$ cat src/rtl/evt_seq_pkg.sv
package evt_seq_pkg;
  typedef enum logic [1:0] {
    CM_OFF   = 2'd0,
    CM_MATCH = 2'd1,
    CM_DELAY = 2'd2,
    CM_RSVD  = 2'd3
  } cnt_mode_e;
endpackage

$ cat src/rtl/evt_seq_stages.sv
module evt_seq_stages #(
  parameter int N_STG = 4,
  localparam int SEL_W = $clog2(N_STG)
) (
  input  logic             clk_i,
  input  logic             rst_ni,
  input  logic [N_STG-1:0] hit_i,
  input  logic             clr_i,
  input  logic             seq_mode_i,
  input  logic [SEL_W-1:0] first_i,
  output logic [N_STG-1:0] sw_o,
  output logic             done_o
);
  logic [N_STG-1:0] sw_q, sw_set, sw_nx;

  for (genvar k = 0; k < N_STG; k++) begin : g_stg
    logic active, pred;
    assign active = (k >= int'(first_i));
    if (k == 0) begin : g_head
      assign pred = (first_i == '0);
    end else begin : g_body
      assign pred = (int'(first_i) == k) | sw_q[k-1];
    end
    assign sw_set[k] = hit_i[k] & (!seq_mode_i | (active & pred));
  end

  assign sw_nx  = sw_q | sw_set;
  assign done_o = !clr_i & (seq_mode_i ? sw_nx[N_STG-1] : &sw_nx);

  always_ff @(posedge clk_i or negedge rst_ni) begin
    if (!rst_ni)                sw_q <= '0;
    else if (clr_i || done_o)   sw_q <= '0;
    else                        sw_q <= sw_nx;
  end

  assign sw_o = sw_q;
endmodule

$ cat src/rtl/evt_seq_counter.sv
module evt_seq_counter
  import evt_seq_pkg::*;
#(
  parameter int CNT_W = 32
) (
  input  logic             clk_i,
  input  logic             rst_ni,
  input  logic             done_i,
  input  cnt_mode_e        mode_i,
  input  logic [CNT_W-1:0] limit_i,
  output logic             trig_o
);
  logic [CNT_W-1:0] occ_q, rem_q;
  logic             busy_q, fire, occ_hit;

  assign occ_hit = ({1'b0, occ_q} + {{CNT_W{1'b0}}, 1'b1}) >= {1'b0, limit_i};

  always_comb begin
    unique case (mode_i)
      CM_MATCH: fire = done_i & occ_hit;
      CM_DELAY: fire = busy_q ? (rem_q == {{(CNT_W-1){1'b0}}, 1'b1})
                              : (done_i & (limit_i == '0));
      default:  fire = done_i;
    endcase
  end

  always_ff @(posedge clk_i or negedge rst_ni) begin
    if (!rst_ni) begin
      occ_q <= '0;
    end else if (mode_i != CM_MATCH) begin
      occ_q <= '0;
    end else if (done_i) begin
      occ_q <= occ_hit ? '0 : occ_q + 1'b1;
    end
  end

  // pending delay blocks new completions
  always_ff @(posedge clk_i or negedge rst_ni) begin
    if (!rst_ni) begin
      busy_q <= 1'b0;
      rem_q  <= '0;
    end else if (mode_i != CM_DELAY) begin
      busy_q <= 1'b0;
      rem_q  <= '0;
    end else if (busy_q) begin
      busy_q <= (rem_q != {{(CNT_W-1){1'b0}}, 1'b1});
      rem_q  <= rem_q - 1'b1;
    end else if (done_i && limit_i != '0) begin
      busy_q <= 1'b1;
      rem_q  <= limit_i;
    end
  end

  always_ff @(posedge clk_i or negedge rst_ni) begin
    if (!rst_ni) trig_o <= 1'b0;
    else         trig_o <= fire;
  end
endmodule

$ cat src/rtl/evt_sequencer.sv
module evt_sequencer
  import evt_seq_pkg::*;
#(
  parameter int N_STG = 4,
  parameter int CNT_W = 32,
  localparam int SEL_W = $clog2(N_STG)
) (
  input  logic             clk_i,
  input  logic             rst_ni,
  input  logic [N_STG-1:0] hit_i,
  input  logic             clr_i,
  input  logic             seq_mode_i,
  input  logic [SEL_W-1:0] first_stage_i,
  input  logic [1:0]       cnt_mode_i,
  input  logic [CNT_W-1:0] cnt_limit_i,
  output logic             trig_o
);
  logic [N_STG-1:0] stg_sw;
  logic             stg_done;

  evt_seq_stages #(.N_STG(N_STG)) u_stg (
    .clk_i      (clk_i),
    .rst_ni     (rst_ni),
    .hit_i      (hit_i),
    .clr_i      (clr_i),
    .seq_mode_i (seq_mode_i),
    .first_i    (first_stage_i),
    .sw_o       (stg_sw),
    .done_o     (stg_done)
  );

  evt_seq_counter #(.CNT_W(CNT_W)) u_cnt (
    .clk_i   (clk_i),
    .rst_ni  (rst_ni),
    .done_i  (stg_done),
    .mode_i  (cnt_mode_e'(cnt_mode_i)),
    .limit_i (cnt_limit_i),
    .trig_o  (trig_o)
  );
endmodule

$ cat config.mk
export PLATFORM = sky130hd
export DESIGN_NAME = evt_sequencer
export DESIGN_NICKNAME = d
export VERILOG_FILES = /design/src/rtl/evt_seq_pkg.sv /design/src/rtl/evt_seq_stages.sv /design/src/rtl/evt_seq_counter.sv /design/src/rtl/evt_sequencer.sv
export SDC_FILE = /design/constraint.sdc
export NUM_CORES = 1
export LEC_CHECK = 0
export ABC_CLOCK_PERIOD_IN_PS = 4000
export BUFFER_PORTS_ARGS = -buffer_cell sky130_fd_sc_hd__buf_2
export CAP_MARGIN = 15
export CORE_MARGIN = 1.5
export CORE_UTILIZATION = 30
export CTS_BUF_LIST = sky130_fd_sc_hd__clkbuf_8 sky130_fd_sc_hd__clkbuf_16
export CTS_CLUSTER_DIAMETER = 150
export DETAILED_ROUTE_END_ITERATION = 10
export PLACE_DENSITY = 0.54
export SLEW_MARGIN = 20
export SYNTH_ARGS = -nofsm -noshare
export SYNTH_HDL_FRONTEND = slang
export SYNTH_SLANG_ARGS = --single-unit
$ cat constraint.sdc
create_clock -name clk_i -period 4 [get_ports clk_i]
set_input_delay 0.8 -clock clk_i [delete_from_list [all_inputs] [get_ports clk_i]]
set_output_delay 0.8 -clock clk_i [all_outputs]
set_load 0.01 [all_outputs]
==> flow_summary.toml <==
[global_routing]
grt_max_degree = 71
grt_overflow = 0
track_usage_pct = 17.2
grt_pass1_vias = 5035
antenna_found_initial = 0
grt_first_pass_wirelength_mm = 26.5

[die]
ios = 45
die_h_um = 138
core_area_um2 = 18000
die_w_um = 138
rows = 49
initial_core_util_pct = 30.6
die_area_um2 = 19100

[route]
dr.pass1.iters = 5
vias = 5018
wl_per_cell_um = 16.9
vias_per_cell = 5.42
drtAntennaViolNets = 0
drt-total-wl_mm = 15.6
drt_iter0_drc = 464
drc = 0

[clock_network]
cts_buffers = 9
root_buffer = "clkbuf_16"
cts_sinks = 70
clk_pin_slew_worst_paths_ns = 0.06
clockBufferDepth = 2
htree_levels = 3
insertion_delay_ns = 0.35
tritoncts = "done"

[finish]
syn_to_final_growth_pct = 14.6
nets = 772
final_area_um2 = 6290
drive_gt1_share_pct = 17.5
diodes = 0
layout.cells.most_common = "dfrtp_1"
final_cell_mix = "67 x dfrtp_1, 57 x nand2_1, 54 x nor2_1"
fillers = 1899
finalNonFillerCells = 925

[critical_path]
cp_max_fo = 21
worst_setup_path_start_kind = "register"
critical_path_class = "register to register"
critPathArrivalTime_ns = 3.98
end_kind = "register"
cp_data_required_time_ns = 4.26

[power]
finalPower_mw = 1.96
ir_drop_uv = 245
leakagePower_nw = 2.87
p_per_area_nw_per_um2 = 311

[synthesis]
synth-edff-count = 0
ys_types = 69
synth.avg_cell_area_um2 = 8.41
syn_area_um2 = 5490
ys.flop_type = "dfrtp_1"
synthArstFlopShare_pct = 100
ys_seq_area_share_pct = 31.9
yosysWarnings = 0
synthesis.nets = 734
syn-instance-count = 653
synth-seq-cells = 70

[timing]
hold_viol = 0
worst_pin_slew_ns = 0.980
fmax_mhz = 269
slew_viol_final = 0
relSlewSlack_pct = 34.7
clock_skew_ns = 0.00814
setup_viol = 0
fin_crit_ns = 3.72
fin_crit_sh_pct = 92.9

[placed_design]
dpl.hpwl_mm = 11.3
portBuffers = 44
postPlaceCellArea_um2 = 5920
dp_cells = 905
gp_congestion = 0.821

[run]
maxCapViolations = 0

[min_path]
min_path_type = "register to register"

[run_status]
status = "finished, final reports clean"
## where the power goes
| group | internal, mW | switching, mW |
|---|---|---|
| Combinational | 0.121 | 0.215 |
| Sequential | 0.723 | 0.0217 |
| Clock | 0.556 | 0.320 |
## Yosys cell counts (all sizes together) (7+ instances only)
library cell | n | area [um^2]
clkbuf | 24 | 120
o21a | 7 | 52.6
inv | 45 | 169
buf | 12 | 103
a32o | 18 | 180
dfrtp | 70 | 1750
a21oi | 38 | 194
nand3 | 34 | 185
nand4 | 9 | 56.3
nand2 | 57 | 214
ha | 37 | 463
o221a | 8 | 90.1
xor2 | 9 | 78.8
o22ai | 8 | 50.1
and2 | 17 | 110
nor2 | 55 | 206
xnor2 | 18 | 158
nor3 | 19 | 106
and3 | 15 | 106
o21ai | 42 | 214
nor4 | 18 | 143
a31oi | 21 | 131
## metrics by stage
| step | hold slack (ns) | setup slack (ns) | util (%) | TNS, ns |
|---|---|---|---|---|
| 6_report | 0.519 | 0.283 | 35.0 | 0 |
| 5_1_grt | 0.539 | -0.0117 | 35.0 | -0.0117 |
| 4_1_cts | 0.525 | 0.168 | 34.7 | 0 |
| 3_5_place_dp | 0.509 | 0.162 | 32.9 | 0 |
| 3_3_place_gp | 0.506 | 0.277 | 32.9 | 0 |
| 2_1_floorplan | 0.468 | 0.527 | - | 0 |
## cells by family (layout without fill, tap and decap cells)
kind of cell	after synthesis	after routing	synth area share, %
adders and majority gates	37	37	8.43
xor gates and xnor gates	27	27	4.30
and+or+nand+nor	254	254	24.8
buffers and inverters	82	125	7.33
AOI/OAI and AO/OA	180	180	22.7
muxes	3	3	0.547
DFF	70	70	31.9
## routing by layer
metal,vias up,track usage [%],routed length [um]
li1,2471,-,-
met1,2397,23.9,7650
met2,129,25.8,6790
met3,21,4.75,874
met4,0,5.43,310
met5,-,0,0
## worst max-delay path, cell delays in order (launching register included)
cell and delay [ns]:
dfrtp_2 0.40, and3_2 0.23, nand4_1 0.11, buf_4 0.18, nor3b_4 0.26, nand4_1 0.17
or2_2 0.33, nand2_1 0.07, nand2_1 0.05, ha_1 0.30, nand4_1 0.17, nor4_2 0.08
a221oi_1 0.27, nand2_1 0.13, a311oi_4 0.39, buf_12 0.21, nand4b_1 0.11, a31oi_1 0.17
## path summary, 6_finish.rpt
| check | startpoint | end | slack (ns) | cells after the start |
|---|---|---|---|---|
| hold / removal | u_cnt.occ_q[0] | u_cnt.occ_q[0] | 0.52 | 1 |
| max in group asynchronous | rst_ni | u_cnt.occ_q[2] | 2.69 | 1 |
| hold reg to reg | u_cnt.occ_q[0] | u_cnt.occ_q[0] | 0.52 | 1 |
| setup / recovery | u_cnt.occ_q[0] | u_cnt.occ_q[2] | 0.28 | 17 |
| min in group asynchronous | rst_ni | u_cnt.rem_q[22] | 0.63 | 1 |
| setup reg to reg | u_cnt.occ_q[0] | u_cnt.occ_q[2] | 0.28 | 17 |
## registers in the layout (all words and copies together), names as in the netlist
| register | flops |
|---|---|
| u_stg.sw_o | 4 |
| u_cnt.busy_q | 1 |
| u_cnt.trig_o | 1 |
| u_cnt.rem_q | 32 |
| u_cnt.occ_q | 32 |
## layout make-up
cell class              count  area, um^2  share of cell area [%]
inverters                  45         169                    2.68
clock inverters             6        77.6                    1.23
clock buffers              10         239                    3.80
well taps                 229         287                    4.55
multi-input cells         501        3370                    53.5
repair buffers             64         398                    6.32
flip-flops and latches     70        1760                    27.9
## repair_timing
item / in CTS / in global routing
resized for setup: 0 / 9
hold buffers: 0 / 0
setup endpoints to repair: 0 / 33
buffers inserted: 0 / 4
(Power assumes the default switching activity.)
